[src/rtl/ps2_cs_pkg.sv]
package ps2_cs_pkg;
  localparam int unsigned REG_AW   = 3;
  localparam int unsigned CTRL_W   = 12;
  localparam int unsigned TX_WORDS = 4;
  localparam int unsigned NFLAG    = 4;

  typedef enum logic [REG_AW-1:0] {
    A_CTRL = 3'd0, A_TX0 = 3'd1, A_TX1 = 3'd2, A_TX2 = 3'd3,
    A_TX3 = 3'd4, A_RXD = 3'd5, A_STAT = 3'd6, A_INT = 3'd7
  } reg_addr_e;

  // control bit positions
  localparam int unsigned C_EN = 0, C_TXIE = 1, C_RXIE = 2, C_DEP = 3;
  localparam int unsigned C_ACK = 7, C_CLR = 8, C_OVR = 9, C_FCLK = 10, C_FDAT = 11;
  // status / interrupt-status W1C bit positions
  localparam int unsigned S_FE = 2, S_OV = 6, I_RX = 0, I_TX = 1;
  // flag vector indices
  localparam int unsigned F_FE = 0, F_OV = 1, F_RX = 2, F_TX = 3;
endpackage

[src/rtl/ps2_cs_regs.sv]
module ps2_cs_regs
  import ps2_cs_pkg::*;
#(
  parameter int unsigned DATA_W = 32,
  parameter int unsigned NWORDS = TX_WORDS,
  parameter int unsigned RX_W   = 8
) (
  input  logic                     clk_i,
  input  logic                     rst_ni,
  input  logic                     wr_en_i,
  input  logic [REG_AW-1:0]        addr_i,
  input  logic [DATA_W-1:0]        wr_data_i,
  input  logic                     rx_done_i,
  input  logic [RX_W-1:0]          rx_byte_i,
  input  logic                     tx_drained_i,
  output logic [CTRL_W-1:0]        ctrl_o,
  output logic [NWORDS*DATA_W-1:0] tx_buf_o,
  output logic [RX_W-1:0]          rx_data_o,
  output logic                     tx_empty_o,
  output logic                     tx_start_o,
  output logic                     fifo_clr_o
);
  logic [CTRL_W-1:0] ctrl_q;
  logic [NWORDS-1:0] tx_hit;
  logic              tx_wr, ctrl_wr;

  assign ctrl_wr = wr_en_i && (addr_i == A_CTRL);
  assign tx_wr   = |tx_hit;

  always_ff @(posedge clk_i or negedge rst_ni) begin
    if (!rst_ni) ctrl_q <= '0;
    else if (ctrl_wr) begin
      ctrl_q        <= wr_data_i[CTRL_W-1:0];
      ctrl_q[C_CLR] <= 1'b0;
    end
  end

  for (genvar w = 0; w < NWORDS; w++) begin : g_txw
    localparam logic [REG_AW-1:0] WA = REG_AW'(w + 1);
    assign tx_hit[w] = wr_en_i && (addr_i == WA);
    always_ff @(posedge clk_i or negedge rst_ni) begin
      if (!rst_ni) tx_buf_o[w*DATA_W +: DATA_W] <= '0;
      else if (tx_hit[w]) tx_buf_o[w*DATA_W +: DATA_W] <= wr_data_i;
    end
  end

  always_ff @(posedge clk_i or negedge rst_ni) begin
    if (!rst_ni) rx_data_o <= '0;
    else if (rx_done_i) rx_data_o <= rx_byte_i;
  end

  always_ff @(posedge clk_i or negedge rst_ni) begin
    if (!rst_ni) begin
      tx_empty_o <= 1'b1;
      tx_start_o <= 1'b0;
      fifo_clr_o <= 1'b0;
    end else begin
      tx_start_o <= tx_wr && ctrl_q[C_EN];
      fifo_clr_o <= ctrl_wr && wr_data_i[C_CLR];
      // enabled write has priority over drain/clear
      if (tx_wr && ctrl_q[C_EN]) tx_empty_o <= 1'b0;
      else if (tx_drained_i || (ctrl_wr && wr_data_i[C_CLR])) tx_empty_o <= 1'b1;
    end
  end

  assign ctrl_o = ctrl_q;

  assert_start_needs_en_R8: assert property (@(posedge clk_i) disable iff (!rst_ni)
    tx_start_o |-> $past(ctrl_o[C_EN]));
  assert_clr_sets_empty_R3: assert property (@(posedge clk_i) disable iff (!rst_ni)
    fifo_clr_o |-> tx_empty_o);
  assert_clr_reads_zero_R2: assert property (@(posedge clk_i) disable iff (!rst_ni)
    !ctrl_o[C_CLR]);
endmodule

[src/rtl/ps2_cs_flags.sv]
module ps2_cs_flags #(
  parameter int unsigned N = 4
) (
  input  logic         clk_i,
  input  logic         rst_ni,
  input  logic [N-1:0] set_i,
  input  logic [N-1:0] clr_i,
  output logic [N-1:0] flag_o
);
  for (genvar k = 0; k < N; k++) begin : g_flag
    always_ff @(posedge clk_i or negedge rst_ni) begin
      if (!rst_ni) flag_o[k] <= 1'b0;
      else if (set_i[k]) flag_o[k] <= 1'b1;  // set wins
      else if (clr_i[k]) flag_o[k] <= 1'b0;
    end

    assert_set_wins_R6: assert property (@(posedge clk_i) disable iff (!rst_ni)
      set_i[k] |=> flag_o[k]);
    assert_w1c_clears_R5: assert property (@(posedge clk_i) disable iff (!rst_ni)
      (clr_i[k] && !set_i[k]) |=> !flag_o[k]);
    assert_flag_holds_R5: assert property (@(posedge clk_i) disable iff (!rst_ni)
      (!clr_i[k] && !set_i[k]) |=> $stable(flag_o[k]));
  end
endmodule

[src/rtl/ps2_cs_pinmux.sv]
module ps2_cs_pinmux (
  input  logic ovr_i,
  input  logic frc_clk_i,
  input  logic frc_dat_i,
  input  logic sm_clk_i,
  input  logic sm_dat_i,
  output logic clk_o,
  output logic dat_o
);
  assign clk_o = ovr_i ? frc_clk_i : sm_clk_i;
  assign dat_o = ovr_i ? frc_dat_i : sm_dat_i;
endmodule

[src/rtl/ps2_ctl_stat.sv]
module ps2_ctl_stat
  import ps2_cs_pkg::*;
#(
  parameter int unsigned DATA_W = 32,
  parameter int unsigned RX_W   = 8,
  parameter int unsigned IDX_W  = 4
) (
  input  logic                       clk_i,
  input  logic                       rst_ni,
  input  logic                       wr_en_i,
  input  logic [REG_AW-1:0]          addr_i,
  input  logic [DATA_W-1:0]          wr_data_i,
  output logic [DATA_W-1:0]          rd_data_o,
  input  logic                       frame_err_i,
  input  logic                       rx_ovf_i,
  input  logic                       rx_done_i,
  input  logic [RX_W-1:0]            rx_byte_i,
  input  logic                       rx_parity_i,
  input  logic                       rx_busy_i,
  input  logic                       tx_done_i,
  input  logic                       tx_drained_i,
  input  logic                       tx_busy_i,
  input  logic [IDX_W-1:0]           byte_idx_i,
  input  logic                       clk_line_i,
  input  logic                       dat_line_i,
  input  logic                       sm_clk_i,
  input  logic                       sm_dat_i,
  output logic                       ps2_clk_o,
  output logic                       ps2_dat_o,
  output logic                       irq_o,
  output logic                       en_o,
  output logic [3:0]                 depth_o,
  output logic                       ack_pol_o,
  output logic                       fifo_clr_o,
  output logic                       tx_start_o,
  output logic [TX_WORDS*DATA_W-1:0] tx_buf_o
);
  localparam int unsigned STAT_W = 8 + IDX_W;

  logic [CTRL_W-1:0] ctrl;
  logic [RX_W-1:0]   rx_data;
  logic              tx_empty;
  logic [NFLAG-1:0]  f_set, f_clr, flags;
  logic              stat_wr, int_wr;
  logic [STAT_W-1:0] stat;

  ps2_cs_regs #(.DATA_W(DATA_W), .NWORDS(TX_WORDS), .RX_W(RX_W)) u_regs (
    .clk_i, .rst_ni, .wr_en_i, .addr_i, .wr_data_i,
    .rx_done_i, .rx_byte_i, .tx_drained_i,
    .ctrl_o(ctrl), .tx_buf_o, .rx_data_o(rx_data), .tx_empty_o(tx_empty),
    .tx_start_o, .fifo_clr_o
  );

  assign stat_wr = wr_en_i && (addr_i == A_STAT);
  assign int_wr  = wr_en_i && (addr_i == A_INT);

  always_comb begin
    f_set       = '0;
    f_clr       = '0;
    f_set[F_FE] = frame_err_i;
    f_set[F_OV] = rx_ovf_i;
    f_set[F_RX] = rx_done_i;
    f_set[F_TX] = tx_done_i;
    f_clr[F_FE] = stat_wr && wr_data_i[S_FE];
    f_clr[F_OV] = stat_wr && wr_data_i[S_OV];
    f_clr[F_RX] = int_wr && wr_data_i[I_RX];
    f_clr[F_TX] = int_wr && wr_data_i[I_TX];
  end

  ps2_cs_flags #(.N(NFLAG)) u_flags (
    .clk_i, .rst_ni, .set_i(f_set), .clr_i(f_clr), .flag_o(flags)
  );

  ps2_cs_pinmux u_pins (
    .ovr_i(ctrl[C_OVR]), .frc_clk_i(ctrl[C_FCLK]), .frc_dat_i(ctrl[C_FDAT]),
    .sm_clk_i, .sm_dat_i, .clk_o(ps2_clk_o), .dat_o(ps2_dat_o)
  );

  assign irq_o     = (flags[F_RX] & ctrl[C_RXIE]) | (flags[F_TX] & ctrl[C_TXIE]);
  assign en_o      = ctrl[C_EN];
  assign depth_o   = ctrl[C_DEP +: 4];
  assign ack_pol_o = ctrl[C_ACK];

  assign stat = {byte_idx_i, tx_empty, flags[F_OV], tx_busy_i, rx_busy_i,
                 rx_parity_i, flags[F_FE], dat_line_i, clk_line_i};

  always_comb begin
    unique case (addr_i)
      A_CTRL:  rd_data_o = DATA_W'(ctrl);
      A_TX0:   rd_data_o = tx_buf_o[0*DATA_W +: DATA_W];
      A_TX1:   rd_data_o = tx_buf_o[1*DATA_W +: DATA_W];
      A_TX2:   rd_data_o = tx_buf_o[2*DATA_W +: DATA_W];
      A_TX3:   rd_data_o = tx_buf_o[3*DATA_W +: DATA_W];
      A_RXD:   rd_data_o = DATA_W'(rx_data);
      A_STAT:  rd_data_o = DATA_W'(stat);
      default: rd_data_o = DATA_W'({flags[F_TX], flags[F_RX]});
    endcase
  end

  assert_irq_needs_enable_R7: assert property (@(posedge clk_i) disable iff (!rst_ni)
    (!ctrl[C_RXIE] && !ctrl[C_TXIE]) |-> !irq_o);
  assert_irq_needs_flag_R7: assert property (@(posedge clk_i) disable iff (!rst_ni)
    irq_o |-> (flags[F_RX] || flags[F_TX]));
  assert_override_pins_R4: assert property (@(posedge clk_i) disable iff (!rst_ni)
    ctrl[C_OVR] |-> (ps2_clk_o == ctrl[C_FCLK] && ps2_dat_o == ctrl[C_FDAT]));
  assert_sm_pins_R4: assert property (@(posedge clk_i) disable iff (!rst_ni)
    !ctrl[C_OVR] |-> (ps2_clk_o == sm_clk_i && ps2_dat_o == sm_dat_i));
endmodule

[config.mk]
export PLATFORM = sky130hd
export DESIGN_NAME = ps2_ctl_stat
export DESIGN_NICKNAME = d
export VERILOG_FILES = /design/src/rtl/ps2_cs_pkg.sv /design/src/rtl/ps2_cs_regs.sv /design/src/rtl/ps2_cs_flags.sv /design/src/rtl/ps2_cs_pinmux.sv /design/src/rtl/ps2_ctl_stat.sv
export SDC_FILE = /design/constraint.sdc
export NUM_CORES = 1
export LEC_CHECK = 0
export BUFFER_PORTS_ARGS = -buffer_cell sky130_fd_sc_hd__buf_2
export CAP_MARGIN = 20
export CELL_PAD_IN_SITES_DETAIL_PLACEMENT = 1
export CELL_PAD_IN_SITES_GLOBAL_PLACEMENT = 1
export CORE_MARGIN = 4
export CORE_UTILIZATION = 37
export DETAILED_ROUTE_END_ITERATION = 8
export PLACE_DENSITY = 0.83
export SYNTH_ARGS = -nofsm -noshare
export SYNTH_HDL_FRONTEND = slang
export SYNTH_SLANG_ARGS = --single-unit
[constraint.sdc]
create_clock -name clk_i -period 1.4 [get_ports clk_i]
set_input_delay 0.07 -clock clk_i [delete_from_list [all_inputs] [get_ports clk_i]]
set_output_delay 0.07 -clock clk_i [all_outputs]
set_load 0.1 [all_outputs]
# == After elaboration in Yosys (flattened, before gate mapping) ==
# Index checks and enable logic that the tools add are counted.
# op_classes
eq_ne,7
n_mux,13
n_bitwise,3
n_reduce_logical,21
# ops
op,n
32-bit one-hot mux with 7 select lines,1
1-bit logical AND,13
"3-bit == test, second input constant",4
1-bit 2-to-1 mux,12
2-bit nonzero test,5
"3-bit by 2-bit == test with 1-bit output, second input constant",2
4-bit OR reduction,1
"3-bit by 1-bit == test with 1-bit output, second input constant",1
3-bit zero test,1
1-bit bitwise AND,2
1-bit logical OR,1
1-bit OR,1
# totals
reg_bits,154
in_bits,62
output_inout_bits,171
word_cells,57

# == Longest topological paths before layout ==
# Gate-level depths: netlist of the first run.
# depth
word_depth,6
depth_mapped,6
depth_no_buf,4

# == Cells and area by module ==
# Synthesis of the first run repeated with hierarchy kept, for this count alone.
# hier_totals
cells_unflattened,553
hier_area_um2,7324.5
# modules_own_cells
module,n_inst,cells_each,area_each_um2
ps2_cs_regs,1,327,5773.0
ps2_ctl_stat,1,212,1383.8
ps2_cs_flags,1,12,145.1
ps2_cs_pinmux,1,2,22.5

# == Worst setup path after synthesis of the first run ==
# No wires, ideal clock.
# synth_timing
path_kind,flip-flop to output port
from,register u_regs.tx_buf_o[98]
to,output rd_data_o[2]
t_arrival_ns,2.845
required_ns,1.330
setup_slack_ns,-1.515
stages_incl_launch_ff,5
path_buffers,0
cell_sequence,dfrtp_1 mux2i_1 nor2_1 a21oi_1 o221ai_1
# synth_between
elab_chain_len,1
# synth_lines
item,line_no,rtl
"start, declared",ps2_cs_regs.sv:17,"output logic [NWORDS*DATA_W-1:0] tx_buf_o,"
"start signal, assigned by index",ps2_cs_regs.sv:43,else if (tx_hit[w]) tx_buf_o[w*DATA_W +: DATA_W] <= wr_data_i;
32-bit one-hot mux with 7 select lines,ps2_ctl_stat.sv:88,unique case (addr_i)
"end, declared",ps2_ctl_stat.sv:13,"output logic [DATA_W-1:0] rd_data_o,"
# Every way passes these cells.

# == Worst setup path after layout of the first run ==
# layout_timing
from,register u_regs.tx_buf_o[101]
to,output rd_data_o[5]
# Same word-level chain as after synthesis.

==> results of run 1 <==
[cell usage after synthesis, types with 2 or more instances]
cell type,instances
dfrtp_1,153
mux2_2,148
mux2i_1,34
a22oi_1,25
o22ai_1,24
buf_2,20
buf_4,13
nor2_1,13
a21oi_1,12
nand2_1,6
mux2_1,5
a21o_1,4
a22o_1,4
clkbuf_1,4
mux4_2,4
nand4_1,4
nor2b_1,4
a211oi_1,3
buf_6,3
nand3_1,3
o221ai_1,3
and2_1,2
and3_1,2
buf_1,2
inv_1,2
nand2b_1,2
o21ai_0,2
[critical path: stages, from the launching register on]
cell	delay, ns
dfrtp_4	0.48
mux4_2	0.53
nor2_4	0.15
a21oi_4	0.05
buf_12	0.17
[cells in the final DEF, fill, tap and decap left out, types with 18 or more instances in the layout]
cell type / Yosys / layout
buf_4: 13 / 87
dlygate4sd3_1: 0 / 46
dfrtp_4: 0 / 112
dfrtp_2: 0 / 18
mux2_2: 148 / 144
mux2i_4: 0 / 19
dfrtp_1: 153 / 23
o22ai_4: 0 / 24
buf_2: 20 / 158
buf_12: 0 / 50
a22oi_2: 0 / 25
[flip-flops by register name, summed over array words and instances, names as in the netlist]
| name | cells |
|---|---|
| u_regs.tx_empty_o | 1 |
| u_regs.fifo_clr_o | 1 |
| u_regs.rx_data_o | 8 |
| u_regs.tx_start_o | 1 |
| u_regs.ctrl_o | 11 |
| u_flags.flag_o | 4 |
| u_regs.tx_buf_o | 128 |
[path summary, 6_finish.rpt]
check	from	to	slack, ns	cells after the start
max in group asynchronous	rst_ni	u_regs.tx_buf_o[40]$_DFFE_PN0P_	0.66	3
max	u_regs.tx_buf_o[101]$_DFFE_PN0P_	rd_data_o[5]	-0.47	4
min reg2reg	u_regs.rx_data_o[3]$_DFFE_PN0P_	u_regs.rx_data_o[3]$_DFFE_PN0P_	0.53	1
min	rx_done_i	u_flags.flag_o[2]$_DFFE_PN0P_	0.09	2
min in group asynchronous	rst_ni	u_regs.tx_buf_o[99]$_DFFE_PN0P_	0.16	2
max reg2reg	u_flags.flag_o[3]$_DFFE_PN0P_	u_flags.flag_o[3]$_DFFE_PN0P_	0.13	2
[stage by stage]
step                      instance area, sq um  setup TNS (ns)  setup slack, ns
after floorplan                           8070           -2.79           -0.183
after global placement                   10400           -4.96           -0.135
after detailed placement                 10400           -7.22           -0.178
after CTS                                12000           -6.58           -0.458
after global routing                     12200           -7.52           -0.519
final                                    12200           -5.99           -0.473
[layout make-up]
type,count,area share (%)
clock inverters,12,1.55
clock buffers,20,3.75
multi-input cells,314,31.8
well taps,234,2.40
repair buffers,361,25.2
inverters,2,0.0616
diodes,2,0.0411
flip-flops and latches,154,35.3
[per-layer routing]
metal	share of wire [%]	wire, um
met5	0	0
met2	54	16100
met3	3.7	1100
met4	3.8	1110
met1	38	11300
[cells by family after synthesis]
group	synth area share [%]
mux	30.5
flops	54.6
compound gates	7.96
buf+inv	3.77
simple gates	3.07
xor+xnor	0.124
[power by group]
part | switching, W | internal, W | total (W)
combinational | 0.00977 | 0.00324 | 0.0130
clock | 0.00199 | 0.00311 | 0.00510
sequential | 0.00106 | 0.00587 | 0.00693
total | 0.0128 | 0.0122 | 0.0250
[timing repair]
| item | 4_1_cts | 5_1_grt |
|---|---|---|
| endpoints found under the hold margin | 303 | 0 |
| buffers inserted | 12 | 9 |
| gates resized for setup | 104 | 31 |
| hold buffers | 46 | 0 |
| cloned | 0 | 0 |
| setup endpoints to repair | 42 | 51 |
| pin swaps | 18 | 11 |
==> impl_results.md, run 1 <==
- Status: complete, but fails checks
- Violated checks: negative setup slack
- PnR Total Power: 0.0250 W
- Final Max Slew Viols: 0
- Clock Skew: 0.00439 ns
- CTS Root Cell: clkbuf_16
- Total CTS buffers: 17
- Startpoint Class: flip-flop
- Core Util, Final: 64.9%
- PortBufs: 232
- CTS clk-pin slew, worst paths: 0.07 ns
- Hold crit path type: in -> reg
- Post-route ant nets: 0
- Synth top area cells: dfrtp_1 54%, mux2_2 24%, mux2i_1 4.8%
- Crit share post-route: 134%
- Synth top area share: 54.2%
- Static Leakage: 4.94 nW
- Gr usage total: 27.6%
- Worst EP arrival: 1.80 ns
- Final worst slack: -0.473 ns
- Yosys warnings: 0
- Non-Filler Instances: 1099
- Fill count: 1736
- Mapped Area: 0.00706 sq mm
- Core ar.: 0.0188 sq mm
- Std cell rows: 50
- Vias in the first global route: 7143
- Fin Hold WS: 0.0878 ns
- Register area: 0.00430 sq mm
- Remaining routing DRC violations: 0
- Synth Flop Type: dfrtp_1
- Detailed placement HPWL: 19.3 mm
- Met3 Track Usage GR: 4.38%
- Post-Synthesis Cells: 513
- Congestion Overflow GR: 0
- RSZ-0062 raised after global routing: true
- Fin crit period: 1.87 ns
- Layout cells sized above 1: 85.1%
- Drt first pass iters: 4
- Net Count, Synth: 575
- Initial core utilization: 37.6%
- Most Used Layer, Global Route: met2
- Multi-input logic area: 0.00387 sq mm
- CP required: 1.33 ns
- Iter 0 DRT Violations: 249
- Longest Clk Path Bufs: 2
- Max Fanout on Critical Path: 3
- Depth of the CTS H-tree: 4
- Syn avg cell area: 13.8 sq um
- Largest net degree at the start of global routing: 45
- Ports: 233
- Via count: 6075
- Layout area overhead: 72.6%
- Die Wd: 146 um
- CTS tree: yes
- Max cap viols: 0
- Asr flop ratio synth: 100%
- Via density: 5.53
- Sequential-to-total area share from yosys stat: 54.6%
- Post-synth top area cell: dfrtp_1
- Worst skew pair latency: 0.42 ns
- Post-synth EDFFs: 0
- Setup violators final: 34
- Die area: 0.0214 sq mm
- Die Height: 146 um
- Number of antenna violations at the first check in global routing: 1
- Final GP Congestion: 0.794
- Synth cell types: 39
- Relative slew slack: 65.6%
- Grt met2 use: 51.6%
- Fmax: 534 MHz
- Placed cell count: 1000
- Critical Path End Type: output pin
- First-pass GRT wire length: 45.1 mm
- VDD IR max: 1.28 mV
- Flops & latches, synth: 154
- Power density over the cells: 2050 mW/mm^2
- Fin. Hold Viols: 0
- # nets final: 912
- Avg WL per Cell: 27.0 um
- WL final: 29.6 mm
- Clk sinks: 154
- Met1 Usage GRT: 31.1%
- Worst slew pin tran: 0.520 ns
- WS Path Type: reg -> out
Power figures use the tool's default switching activity.
==> run 2: changes to the inputs <==
--- a/config.mk
+++ b/config.mk
@@ -5,14 +5,14 @@
 export SDC_FILE = /design/constraint.sdc
 export NUM_CORES = 1
 export LEC_CHECK = 0
-export BUFFER_PORTS_ARGS = -buffer_cell sky130_fd_sc_hd__buf_2
 export CAP_MARGIN = 20
 export CELL_PAD_IN_SITES_DETAIL_PLACEMENT = 1
 export CELL_PAD_IN_SITES_GLOBAL_PLACEMENT = 1
 export CORE_MARGIN = 4
 export CORE_UTILIZATION = 37
 export DETAILED_ROUTE_END_ITERATION = 8
-export PLACE_DENSITY = 0.83
+export DONT_BUFFER_PORTS = 1
+export PLACE_DENSITY = 0.7
 export SYNTH_ARGS = -nofsm -noshare
 export SYNTH_HDL_FRONTEND = slang
 export SYNTH_SLANG_ARGS = --single-unit
==> run 2 against run 1 <==
  * The run ends with negative hold slack, negative setup slack left
  * Register-to-register slack about the same
  * Count of clock-buffer cells in the layout decreased by 2
  * Sequential share of layout area increased by 1.8 points
  * Die area unchanged
  * Utilization decreased by 3.1 points
  * Clock power decreased by 2%
  * Non-clock buffer count decreased by 109
  * Sequential power decreased by 3%
  * Critical path depth unchanged
  * Cell area decreased by 4.8%
  * Critical path type unchanged
==> impl_results.md, run 2 (synthesis results as in run 1) <==
- Max cap viols: 0 (unchanged)
- Most frequent cells in the layout: 158 x buf_4, 145 x mux2_2, 112 x dfrtp_4, 51 x dlygate4sd3_1, 42 x buf_12 (was 158 x buf_2, 144 x mux2_2, 112 x dfrtp_4, 87 x buf_4, 50 x buf_12)
- Ports: 233 (unchanged)
- WS Path Type: reg -> out (unchanged)
- Total CTS buffers: 17 (unchanged)
- Vias in the first global route: 6546 (was 7143)
- Fin. Hold Viols: 154 (was 0)
- Commonest non-fill, non-tap cell in the layout: buf_4 (was buf_2)
- Final GP Congestion: 0.764 (was 0.794)
- Final Max Slew Viols: 0 (unchanged)
- CP required: 1.33 ns (about the same)
- Avg WL per Cell: 28.1 um (was 27.0 um)
- Clk sinks: 154 (unchanged)
- Fin crit period: 1.80 ns (was 1.87 ns)
- RSZ-0062 raised after global routing: true (unchanged)
- Placed cell count: 895 (was 1000)
- Power density over the cells: 2120 mW/mm^2 (was 2050 mW/mm^2)
- Crit path max-delay cell type: mux4_2 (unchanged)
- Die Wd: 146 um (unchanged)
- Worst skew pair latency: 0.41 ns (was 0.42 ns)
- Critical path buffer and inverter count: 1 (unchanged)
- Status: complete, but fails checks (unchanged)
- Static Leakage: 4.48 nW (was 4.94 nW)
- Highest cell delay on the worst timing path: 0.50 ns (was 0.53 ns)
- CTS clk-pin slew, worst paths: 0.07 ns (about the same)
- Largest register FFs: 128 (unchanged)
- Relative slew slack: 65.8% (was 65.6%)
- First-pass GRT wire length: 42.5 mm (was 45.1 mm)
- Die area: 0.0214 sq mm (unchanged)
- Layout cells sized above 1: 81.1% (was 85.1%)
- Post-route ant nets: 0 (unchanged)
- Startpoint Class: flip-flop (unchanged)
- Setup violators final: 34 (unchanged)
- Number of inserted diodes: 0 (was 2)
- Die Height: 146 um (unchanged)
- VDD IR max: 1.21 mV (was 1.28 mV)
- Via count: 5590 (was 6075)
- Crit path depth: 4 (unchanged)
- Area after DPL: 0.00999 sq mm (was 0.0104 sq mm)
- Std cell rows: 50 (unchanged)
- Number of antenna violations at the first check in global routing: 0 (was 1)
- Max Fanout on Critical Path: 2 (was 3)
- WL final: 27.7 mm (was 29.6 mm)
- Crit path cell chain: mux4_2, nor2_4, a21oi_4, buf_12 (unchanged)
- Clock Skew: 0.00168 ns (was 0.00439 ns)
- Core Util, Final: 61.8% (was 64.9%)
- Pre-CTS setup slack: 0.00495 ns (was -0.178 ns)
- Fmax: 557 MHz (was 534 MHz)
- Detailed placement HPWL: 16.7 mm (was 19.3 mm)
- Longest Clk Path Bufs: 2 (unchanged)
- Layout area overhead: 64.3% (was 72.6%)
- Final instance area: 0.0116 sq mm (was 0.0122 sq mm)
- Crit share post-route: 128% (was 134%)
- Final worst slack: -0.395 ns (was -0.473 ns)
- Initial core utilization: 37.6% (unchanged)
- R2R depth: 2 (unchanged)
- Cell family with most CP delay: multiplexers (unchanged)
- Depth of the CTS H-tree: 4 (unchanged)
- Worst slew pin tran: 0.511 ns (was 0.520 ns)
- PortBufs: 0 (was 232)
- Largest reg by FF count: u_regs.tx_buf_o (unchanged)
- Drt first pass iters: 4 (unchanged)
- Largest net degree at the start of global routing: 155 (was 45)
- CTS tree: yes (unchanged)
- Gr usage total: 26.0% (was 27.6%)
- Hold crit path type: in -> async (was in -> reg)
- CTS Hold Bufs: 51 (was 46)
- CTS Root Cell: clkbuf_16 (unchanged)
- Iter 0 DRT Violations: 215 (was 249)
- Remaining routing DRC violations: 0 (unchanged)
- Critical Path End Type: output pin (unchanged)
- Violated checks: negative hold slack, negative setup slack (was negative setup slack)
- Fin Hold WS: -0.661 ns (was 0.0878 ns)
- Core ar.: 0.0188 sq mm (unchanged)
- Via density: 5.66 (was 5.53)
- Non-Filler Instances: 987 (was 1099)
- # nets final: 803 (was 912)
- Worst EP arrival: 1.73 ns (was 1.80 ns)
- Congestion Overflow GR: 0 (unchanged)
## run 2: changes by cell type in the layout (fill, tap and decap cells not counted), moves of 3 or more
cell,previous run,this run
buf_12,50,42
buf_4,87,158
buf_2,158,0
mux2i_2,6,2
dlygate4sd3_1,46,51
mux2i_1,9,14
clkbuf_4,17,0
buf_6,3,0
## run 2: timing repair
action,CTS,global route
gates resized for setup,71,5
pin swaps,18,10
setup buffers,8,2
endpoints found under the setup margin,35,35
hold endpoints to repair,308,154
## run 2: layout make-up
cell class | instances | area (sq um)
clock buffer | 18 | 429
inverter | 2 | 7.51
multi-input combinational | 314 | 3830
tap | 234 | 293
timing repair buffer | 252 | 2550
fill | 1703 | 7170
clock inverter | 13 | 194
sequential | 154 | 4300
## run 2: worst paths after layout
path | start | end | slack [ns]
worst max-delay path | u_regs.tx_buf_o[101]$_DFFE_PN0P_ | rd_data_o[5] | -0.40
worst min-delay path | rst_ni | u_regs.tx_buf_o[113]$_DFFE_PN0P_ | -0.66
worst max register to register | u_flags.flag_o[3]$_DFFE_PN0P_ | u_flags.flag_o[3]$_DFFE_PN0P_ | 0.13
worst min register to register | u_regs.rx_data_o[4]$_DFFE_PN0P_ | u_regs.rx_data_o[4]$_DFFE_PN0P_ | 0.51
max in group asynchronous | rst_ni | u_regs.tx_buf_o[119]$_DFFE_PN0P_ | 1.77
min in group clk_i | addr_i[0] | u_regs.fifo_clr_o$_DFF_PN0_ | 0.13
## run 2: where the power goes
part	internal, W	total (W)	switching, W
Clock	0.00300	0.00498	0.00198
Sequential	0.00586	0.00674	0.000876
Combinational	0.00332	0.0129	0.00956
Total	0.0122	0.0246	0.0124
## run 2: per-layer routing
| layer | share of wire (%) | global-route usage, % | vias up |
|---|---|---|---|
| met5 | 0 | 0 | - |
| met4 | 3.3 | 10.3 | 0 |
| met3 | 6.0 | 7.26 | 67 |
| met2 | 53 | 46.3 | 217 |
| met1 | 37 | 29.4 | 2938 |
| li1 | - | - | 2368 |
## run 2: per-stage QoR
stage	hold WS, ns	setup TNS, ns	power (W)
2_1_floorplan	-0.226	-2.79	0.0162
3_3_place_gp	-0.222	0	0.0186
3_5_place_dp	-0.222	0	0.0189
4_1_cts	-0.685	-5.95	0.0245
5_1_grt	-0.688	-7.22	0.0253
6_report	-0.661	-5.35	0.0246
## run 2: worst register-to-register path: cells and delay by family, from the launching register on
kind | cells | cell delay (ns)
flops | 1 | 0.42
compound gates | 1 | 0.18
buf+inv | 1 | 0.56
==> run 3: changes to the inputs <==
--- a/config.mk
+++ b/config.mk
@@ -7,12 +7,12 @@
 export LEC_CHECK = 0
 export CAP_MARGIN = 20
 export CELL_PAD_IN_SITES_DETAIL_PLACEMENT = 1
-export CELL_PAD_IN_SITES_GLOBAL_PLACEMENT = 1
+export CELL_PAD_IN_SITES_GLOBAL_PLACEMENT = 2
 export CORE_MARGIN = 4
 export CORE_UTILIZATION = 37
 export DETAILED_ROUTE_END_ITERATION = 8
 export DONT_BUFFER_PORTS = 1
-export PLACE_DENSITY = 0.7
+export PLACE_DENSITY = 0.8
 export SYNTH_ARGS = -nofsm -noshare
 export SYNTH_HDL_FRONTEND = slang
 export SYNTH_SLANG_ARGS = --single-unit
==> run 3 against run 2 <==
  * The run still ends with negative hold slack, negative setup slack left
  * Clock skew grew 0.0028 ns
  * Cell count grew 0.41%
  * Total power shrank 1.0%
  * Sequential power is essentially flat
==> impl_results.md, run 3 (synthesis results as in run 1) <==
- Critical path buffer and inverter count: 1 (unchanged)
- Iter 0 DRT Violations: 226 (was 215)
- Fin crit period: 1.82 ns (was 1.80 ns)
- PortBufs: 0 (unchanged)
- Remaining routing DRC violations: 0 (unchanged)
- Area after DPL: 0.00998 sq mm (was 0.00999 sq mm)
- Clk sinks: 154 (unchanged)
- Ports: 233 (unchanged)
- Critical Path End Type: output pin (unchanged)
- Drt first pass iters: 4 (unchanged)
- Crit path cell chain: mux4_2, nor2_4, a21oi_4, buf_12 (unchanged)
- Total negative slack: -5.62 ns (was -5.35 ns)
- Detailed placement HPWL: 16.2 mm (was 16.7 mm)
- Final instance area: 0.0116 sq mm (about the same)
- Fin. Hold Viols: 154 (unchanged)
- Depth of the CTS H-tree: 4 (unchanged)
- Fmax: 551 MHz (was 557 MHz)
- Die Wd: 146 um (unchanged)
- Std cell rows: 50 (unchanged)
- Pre-CTS setup slack: -0.0200 ns (was 0.00495 ns)
- Power density over the cells: 2100 mW/mm^2 (was 2120 mW/mm^2)
- Largest register FFs: 128 (unchanged)
- Largest net degree at the start of global routing: 155 (unchanged)
- VDD IR max: 1.33 mV (was 1.21 mV)
- Initial core utilization: 37.6% (unchanged)
- Layout area overhead: 64.5% (was 64.3%)
- Commonest non-fill, non-tap cell in the layout: buf_4 (unchanged)
- Final GP Congestion: 0.796 (was 0.764)
- Static Leakage: 4.50 nW (was 4.48 nW)
- Number of antenna violations at the first check in global routing: 1 (was 0)
- Crit path max-delay cell type: mux4_2 (unchanged)
- Worst slew pin tran: 0.536 ns (was 0.511 ns)
- CTS Root Cell: clkbuf_16 (unchanged)
- Crit share post-route: 130% (was 128%)
- Highest cell delay on the worst timing path: 0.50 ns (about the same)
- Layout cells sized above 1: 81.2% (was 81.1%)
- Max cap viols: 0 (unchanged)
- CTS tree: yes (unchanged)
- Gr usage total: 25.0% (was 26.0%)
- WL final: 26.7 mm (was 27.7 mm)
- WS Path Type: reg -> out (unchanged)
- Via count: 5518 (was 5590)
- Status: complete, but fails checks (unchanged)
- Hold crit path type: in -> async (unchanged)
- Fin Hold WS: -0.670 ns (was -0.661 ns)
- Clock Skew: 0.00445 ns (was 0.00168 ns)
- Congestion Overflow GR: 0 (unchanged)
- Most frequent cells in the layout: 160 x buf_4, 143 x mux2_2, 112 x dfrtp_4, 51 x dlygate4sd3_1, 41 x buf_12 (was 158 x buf_4, 145 x mux2_2, 112 x dfrtp_4, 51 x dlygate4sd3_1, 42 x buf_12)
- Largest reg by FF count: u_regs.tx_buf_o (unchanged)
- Worst skew pair latency: 0.43 ns (was 0.41 ns)
- # nets final: 805 (was 803)
- Final Max Slew Viols: 0 (unchanged)
- Cell family with most CP delay: multiplexers (unchanged)
- Vias in the first global route: 6500 (was 6546)
- PnR Total Power: 0.0244 W (was 0.0246 W)
- CTS clk-pin slew, worst paths: 0.07 ns (about the same)
- Total CTS buffers: 17 (unchanged)
- Longest Clk Path Bufs: 2 (unchanged)
- Fill count: 1701 (was 1703)
- Startpoint Class: flip-flop (unchanged)
- First-pass GRT wire length: 41.2 mm (was 42.5 mm)
- Post-route ant nets: 0 (unchanged)
- Setup violators final: 35 (was 34)
- Die Height: 146 um (unchanged)
- Final worst slack: -0.416 ns (was -0.395 ns)
- Violated checks: negative hold slack, negative setup slack (unchanged)
- RSZ-0062 raised after global routing: true (unchanged)
- Relative slew slack: 64.1% (was 65.8%)
- Core ar.: 0.0188 sq mm (unchanged)
- Via density: 5.57 (was 5.66)
- CP required: 1.33 ns (about the same)
- Avg WL per Cell: 27.0 um (was 28.1 um)
- Max Fanout on Critical Path: 2 (unchanged)
- CTS Hold Bufs: 51 (unchanged)
- Die area: 0.0214 sq mm (unchanged)
- Worst EP arrival: 1.75 ns (was 1.73 ns)
run 3: cell types whose count changed in the layout (fill, tap and decap cells not counted), moves of 2 or more:
| cell | change |
|---|---|
| mux2_4 | +2 |
| mux2i_4 | +3 |
| clkinv_4 | +2 |
| mux2_2 | -2 |
| mux2i_1 | -2 |
| clkinv_2 | +2 |
| clkinvlp_4 | -3 |
| buf_4 | +2 |
| clkbuf_8 | +2 |
| buf_6 | +2 |
| bufinv_16 | -2 |
run 3: layer usage:
layer | vias to the layer above | GRT usage, % | share of wire [%]
met5 | - | 0 | 0
met4 | 0 | 7.81 | 2.2
met3 | 42 | 7.05 | 5.8
met2 | 170 | 45.0 | 54
met1 | 2928 | 28.7 | 38
li1 | 2378 | - | -
run 3: power breakdown:
group	total, W	internal [W]	switching [W]	leakage, nW
Combinational	0.0129	0.00335	0.00953	2.51
Sequential	0.00676	0.00587	0.000891	1.70
Clock	0.00472	0.00274	0.00198	0.291
run 3: area by class of cell:
type                    count  area [sq um]  share of cell area [%]
flip-flops and latches    154          4300                    37.0
multi-input cells         314          3870                    33.3
repair buffers            254          2550                    22.0
clock buffers              20           457                    3.93
well taps                 234           293                    2.52
clock inverters            12           139                    1.20
inverters                   2          7.51                  0.0646
diodes                      1          2.50                  0.0215
run 3: through the flow:
| step | utilization, % | std cells |
|---|---|---|
| floorplan | - | 513 |
| global placement | 53.2 | 894 |
| detailed placement | 53.2 | 894 |
| CTS | 61.4 | 986 |
| global route | 61.9 | 991 |
| finish | 61.9 | 991 |
run 3: repair_timing:
action	CTS	global route
setup buffers	9	4
resized for setup	71	11
pin swaps	20	15
endpoints found under the hold margin	308	154
setup endpoints to repair	35	35
run 3: worst paths after layout:
| kind | startpoint | to | slack [ns] | cells after the start |
|---|---|---|---|---|
| max reg2reg | u_flags.flag_o[1]$_DFFE_PN0P_ | u_flags.flag_o[1]$_DFFE_PN0P_ | 0.15 | 2 |
| max | u_regs.tx_buf_o[100]$_DFFE_PN0P_ | rd_data_o[4] | -0.42 | 4 |
| max in group asynchronous | rst_ni | u_regs.tx_empty_o$_DFFE_PN1P_ | 1.73 | 0 |
| min | rst_ni | u_regs.tx_buf_o[50]$_DFFE_PN0P_ | -0.67 | 0 |
| min reg2reg | u_regs.rx_data_o[3]$_DFFE_PN0P_ | u_regs.rx_data_o[3]$_DFFE_PN0P_ | 0.52 | 1 |
| min in group clk_i | wr_en_i | u_regs.tx_buf_o[67]$_DFFE_PN0P_ | 0.13 | 3 |
